[src/rtl/pwm_dbuf_pkg.sv]
package pwm_dbuf_pkg;
  typedef enum logic [1:0] {
    WR_NONE,
    WR_DIRECT,
    WR_SHADOW
  } wr_path_e;
endpackage

[src/rtl/pwm_cnt.sv]
module pwm_cnt #(
  parameter int CNT_W = 8
) (
  input  logic             clk_i,
  input  logic             rst_ni,
  input  logic             run_i,
  output logic [CNT_W-1:0] cnt_o,
  output logic             ovf_o,
  output logic             ovf_even_o
);
  localparam logic [CNT_W-1:0] CNT_MAX = {CNT_W{1'b1}};

  logic [CNT_W-1:0] cnt_q;
  logic             odd_q;  // set after an odd number of wraps

  assign ovf_o      = run_i && (cnt_q == CNT_MAX);
  assign ovf_even_o = ovf_o && odd_q;
  assign cnt_o      = cnt_q;

  always_ff @(posedge clk_i or negedge rst_ni) begin
    if (!rst_ni) begin
      cnt_q <= '0;
      odd_q <= 1'b0;
    end else if (!run_i) begin
      cnt_q <= '0;
      odd_q <= 1'b0;
    end else begin
      cnt_q <= cnt_q + 1'b1;
      if (ovf_o) odd_q <= ~odd_q;
    end
  end
endmodule

[src/rtl/pwm_duty.sv]
module pwm_duty
  import pwm_dbuf_pkg::*;
#(
  parameter int CNT_W = 8
) (
  input  logic             clk_i,
  input  logic             rst_ni,
  input  logic             run_i,
  input  logic             dbuf_en_i,
  input  logic             wr_i,
  input  logic [CNT_W-1:0] wdata_i,
  input  logic             rd_i,
  input  logic             ovf_even_i,
  output logic [CNT_W-1:0] cmp_o,
  output logic [CNT_W-1:0] rdata_o,
  output logic             irq_o
);
  logic [CNT_W-1:0] act_q, shd_q, rdata_q;
  logic             irq_q;
  wr_path_e         path;

  always_comb begin
    if (!wr_i)                       path = WR_NONE;
    else if (!run_i || !dbuf_en_i)   path = WR_DIRECT;
    else                             path = WR_SHADOW;
  end

  // unbuffered running write is compared in its own cycle
  assign cmp_o = (path == WR_DIRECT && run_i) ? wdata_i : act_q;

  always_ff @(posedge clk_i or negedge rst_ni) begin
    if (!rst_ni) begin
      act_q <= '0;
      shd_q <= '0;
    end else begin
      unique case (path)
        WR_DIRECT: begin
          act_q <= wdata_i;
          shd_q <= wdata_i;
        end
        WR_SHADOW: begin
          shd_q <= wdata_i;
          if (ovf_even_i) act_q <= wdata_i;
        end
        default: begin
          if (ovf_even_i && dbuf_en_i) act_q <= shd_q;
        end
      endcase
    end
  end

  always_ff @(posedge clk_i or negedge rst_ni) begin
    if (!rst_ni) begin
      rdata_q <= '0;
      irq_q   <= 1'b0;
    end else begin
      if (rd_i) rdata_q <= dbuf_en_i ? shd_q : act_q;
      irq_q <= ovf_even_i && dbuf_en_i;
    end
  end

  assign rdata_o = rdata_q;
  assign irq_o   = irq_q;
endmodule

[src/rtl/pwm_out.sv]
module pwm_out #(
  parameter int CNT_W = 8
) (
  input  logic             clk_i,
  input  logic             rst_ni,
  input  logic             run_i,
  input  logic [CNT_W-1:0] cnt_i,
  input  logic [CNT_W-1:0] cmp_i,
  output logic             pwm_o
);
  logic pwm_q;
  logic match;

  assign match = run_i && (cnt_i == cmp_i);

  always_ff @(posedge clk_i or negedge rst_ni) begin
    if (!rst_ni)     pwm_q <= 1'b0;
    else if (!run_i) pwm_q <= 1'b0;
    else             pwm_q <= pwm_q ^ match;
  end

  assign pwm_o = pwm_q;
endmodule

[src/rtl/pwm_dbuf_top.sv]
module pwm_dbuf_top #(
  parameter int CNT_W = 8
) (
  input  logic             clk_i,
  input  logic             rst_ni,
  input  logic             run_i,
  input  logic             dbuf_en_i,
  input  logic             wr_i,
  input  logic [CNT_W-1:0] wdata_i,
  input  logic             rd_i,
  output logic [CNT_W-1:0] rdata_o,
  output logic [CNT_W-1:0] cnt_o,
  output logic             pwm_o,
  output logic             irq_o
);
  logic [CNT_W-1:0] cnt;
  logic [CNT_W-1:0] cmp;
  logic             ovf;
  logic             ovf_even;

  pwm_cnt #(.CNT_W(CNT_W)) u_cnt (
    .clk_i      (clk_i),
    .rst_ni     (rst_ni),
    .run_i      (run_i),
    .cnt_o      (cnt),
    .ovf_o      (ovf),
    .ovf_even_o (ovf_even)
  );

  pwm_duty #(.CNT_W(CNT_W)) u_duty (
    .clk_i      (clk_i),
    .rst_ni     (rst_ni),
    .run_i      (run_i),
    .dbuf_en_i  (dbuf_en_i),
    .wr_i       (wr_i),
    .wdata_i    (wdata_i),
    .rd_i       (rd_i),
    .ovf_even_i (ovf_even),
    .cmp_o      (cmp),
    .rdata_o    (rdata_o),
    .irq_o      (irq_o)
  );

  pwm_out #(.CNT_W(CNT_W)) u_out (
    .clk_i  (clk_i),
    .rst_ni (rst_ni),
    .run_i  (run_i),
    .cnt_i  (cnt),
    .cmp_i  (cmp),
    .pwm_o  (pwm_o)
  );

  assign cnt_o = cnt;
endmodule

[config.mk]
export PLATFORM = sky130hd
export DESIGN_NAME = pwm_dbuf_top
export DESIGN_NICKNAME = d
export VERILOG_FILES = /design/src/rtl/pwm_dbuf_pkg.sv /design/src/rtl/pwm_cnt.sv /design/src/rtl/pwm_duty.sv /design/src/rtl/pwm_out.sv /design/src/rtl/pwm_dbuf_top.sv
export SDC_FILE = /design/constraint.sdc
export NUM_CORES = 1
export LEC_CHECK = 0
export BUFFER_PORTS_ARGS = -buffer_cell sky130_fd_sc_hd__buf_4
export CAP_MARGIN = 5
export CORE_AREA = 2 2 86 67
export CTS_CLUSTER_SIZE = 20
export DETAILED_ROUTE_END_ITERATION = 10
export DIE_AREA = 0 0 88 69
export GPL_TIMING_DRIVEN = 0
export PLACE_DENSITY = 0.64
export SLEW_MARGIN = 40
export SYNTH_ARGS = -nofsm -noshare
export SYNTH_HDL_FRONTEND = slang
export SYNTH_SLANG_ARGS = --single-unit
export TNS_END_PERCENT = 100
[constraint.sdc]
create_clock -name clk_i -period 4.75 [get_ports clk_i]
set_clock_uncertainty 0.1 [all_clocks]
set_input_delay 0.2375 -clock clk_i [delete_from_list [all_inputs] [get_ports clk_i]]
set_output_delay 0.2375 -clock clk_i [all_outputs]
set_load 0.01 [all_outputs]
==> reports/results.ini <==
[worst_setup_path]
critPathCaptureType = flop
cp_slowest_cell = dfrtp_1
path_cells = ha_1 -> nand3_2 -> nor3_2 -> and4_4 -> a21oi_4 -> mux2_4
cp.arrival_ns = 2.14
critPathLaunchType = flop
crit_type = reg2reg
crit_required_ns = 4.82
crit_fanout = 8
slowest_delay_ns = 0.47

[timing]
fmax_mhz = 484
worstMarginPinSlew_ns = 0.453
rsz0062_at_grt = false
fin_crit_ns = 2.07
timing.final.ws_setup_ns = 2.68
setup_viol = 0
fin_tns_setup_ns = 0
hold_viol = 0
min_period_over_period = 0.435
slew_violations = 0
slew-limit-headroom = 0.697

[route]
via_per_inst = 4.77
dr.first_iter.drc_count = 51
vias = 1287
ant_nets = 0
drc = 0
first_pass_iters = 4
wl_per_cell_um = 14.3
routed_wl_mm = 3.86

[clocking]
clock_sinks = 35
post_cts_resized = 0
cts.clk_slew.worst_paths_ns = 0.06
cts_htree_levels = 2
clkLatencyLatePin_ns = 0.29
cts_made_buffers = 5
cts-root-buf = clkbuf_8
cts_tree = done
cts.path.max_buffers = 2

[cells_and_area]
area_delta_synth_final_pct = 22.0
num-fill-cells = 515
final_common_cell = dfrtp_1
nNetsFinal = 211
layout_common_cells = dfrtp_1 (35), buf_4 (31), nand2b_1 (17), mux2i_1 (12)
antenna_cells = 0
drive_gt1_frac = 0.277
final_area_um2 = 2220
fin_util = 0.427

[global_routing]
grt_pass1_vias = 1276
antenna_found_initial = 0
grt_first_pass_wirelength_mm = 6.53
grt_max_degree = 36
grt_use_total = 0.143
grt_overflow_total = 0

[run_status]
status = finished, final reports clean

[floorplanning]
dieHeight_um = 69
num_rows = 23
die_w_um = 88
die-area_um2 = 6070
coreArea_um2 = 5210
ios = 32
start_util = 0.350

[synthesis]
ys_seq_area_frac = 0.481
syn_avg_cell_area_um2 = 11.5
syn_nets = 173
ys_seq_elements = 35
synth.distinct_cells = 37
postSynth.asyncResetShare = 1.00
synth-main-ff-cell = dfrtp_1
netlist_area_um2 = 1820
yosysWarnings = 0
netlist_instances = 158
synth_edf_count = 0

[pwr]
powerDensity_nw_per_um2 = 312
p_total_uw = 694
vdd_ir_drop_max_v = 0.0000885
p_leak_nw = 1.01

[placement]
placed_cell_area_um2 = 2140
gp_congestion = 0.688
hpwl_mm = 2.87
io_buffer_count = 30
pre_cts_ws_ns = 2.68

[min_path]
hold_path.class = in2reg

[flow_run]
cap_violations = 0

## layout make-up
cell class,instances,area [µm²],area share
plain buffers,6,30.0,0.0135
clock buffers,6,72.6,0.0326
inverters,1,3.75,0.00169
multi-input cells,116,912,0.410
flip-flops and latches,35,876,0.394
well taps,75,93.8,0.0422
repair buffers,31,235,0.106
## critical path: cells and delay by family, from the launching register on
family,cells,cell delay (ns)
fa+ha+maj,1,0.27
flops,1,0.47
compound gates,1,0.37
mux,1,0.34
simple gates,3,0.39
## cell usage after synthesis (2+ instances only)
master,n,share of area
a21oi_1,11,0.030
and2_1,8,0.027
buf_2,3,0.0082
clkbuf_1,2,0.0041
dfrtp_1,35,0.48
mux2_1,8,0.049
mux2_4,8,0.066
mux2i_1,12,0.066
nand2_1,5,0.010
nand2b_1,17,0.058
nand3_1,3,0.0082
nand4_1,3,0.010
nor2_1,11,0.023
o211ai_1,2,0.0082
or2b_1,2,0.0082
xnor2_1,5,0.024
xor2_1,3,0.014
## sequential cells by signal (all words and copies together), names as in the netlist
signal / flops
u_duty.rdata_o: 8
u_cnt.odd_q: 1
u_cnt.cnt_o: 8
u_duty.irq_o: 1
u_duty.act_q: 8
u_duty.shd_q: 8
u_out.pwm_o: 1
## per-stage QoR
step,hold WS [ns],cells
2_1_floorplan,-0.158,158
3_3_place_gp,0.123,263
3_5_place_dp,0.125,263
4_1_cts,0.107,270
5_1_grt,0.122,270
6_report,0.116,270
## where the power goes
group / internal [mW] / leakage [nW] / switching [mW]
clock: 0.0976 / 0.0371 / 0.0998
combinational: 0.0781 / 0.543 / 0.0612
sequential: 0.331 / 0.428 / 0.0266
total: 0.506 / 1.01 / 0.188
## repair_timing
action,CTS,global route
buffers inserted,0,0
endpoints found under the hold margin,35,0
hold buffers,1,0
## metal layers
| metal | GRT usage | routed length [µm] | up-vias | share of wire |
|---|---|---|---|---|
| met4 | 0.0564 | 70 | 0 | 0.018 |
| met5 | 0 | 0 | - | 0 |
| met3 | 0.0467 | 205 | 8 | 0.053 |
| li1 | - | - | 633 | - |
| met1 | 0.210 | 1920 | 622 | 0.50 |
| met2 | 0.191 | 1660 | 24 | 0.43 |
## kinds of logic (layout without fill, tap and decap cells)
| kind of cell | Yosys count | count (layout) | synth area share |
|---|---|---|---|
| multiplexers | 29 | 29 | 0.188 |
| adder cells (fa/ha/maj) | 1 | 1 | 0.00687 |
| AO/OA/AOI/OAI | 20 | 20 | 0.0769 |
| buffers and inverters | 7 | 44 | 0.0185 |
| flip-flops | 35 | 35 | 0.481 |
| AND/OR/NAND/NOR | 58 | 58 | 0.191 |
| XOR/XNOR | 8 | 8 | 0.0385 |
## worst paths after layout
check	to	startpoint	slack, ns	cells past startpoint
hold / removal	u_duty.shd_q[3]$_DFFE_PN0P_	wdata_i[3]	0.12	2
hold reg to reg	u_duty.shd_q[6]$_DFFE_PN0P_	u_duty.shd_q[6]$_DFFE_PN0P_	0.41	1
setup reg to reg	u_duty.act_q[5]$_DFFE_PN0P_	u_cnt.cnt_o[0]$_DFF_PN0_	2.68	6
setup / recovery	u_duty.act_q[5]$_DFFE_PN0P_	u_cnt.cnt_o[0]$_DFF_PN0_	2.68	6
min in group asynchronous	u_duty.rdata_o[3]$_DFFE_PN0P_	rst_ni	0.34	2
max in group asynchronous	u_duty.act_q[5]$_DFFE_PN0P_	rst_ni	3.89	2
Power figures use the tool's default switching activity.
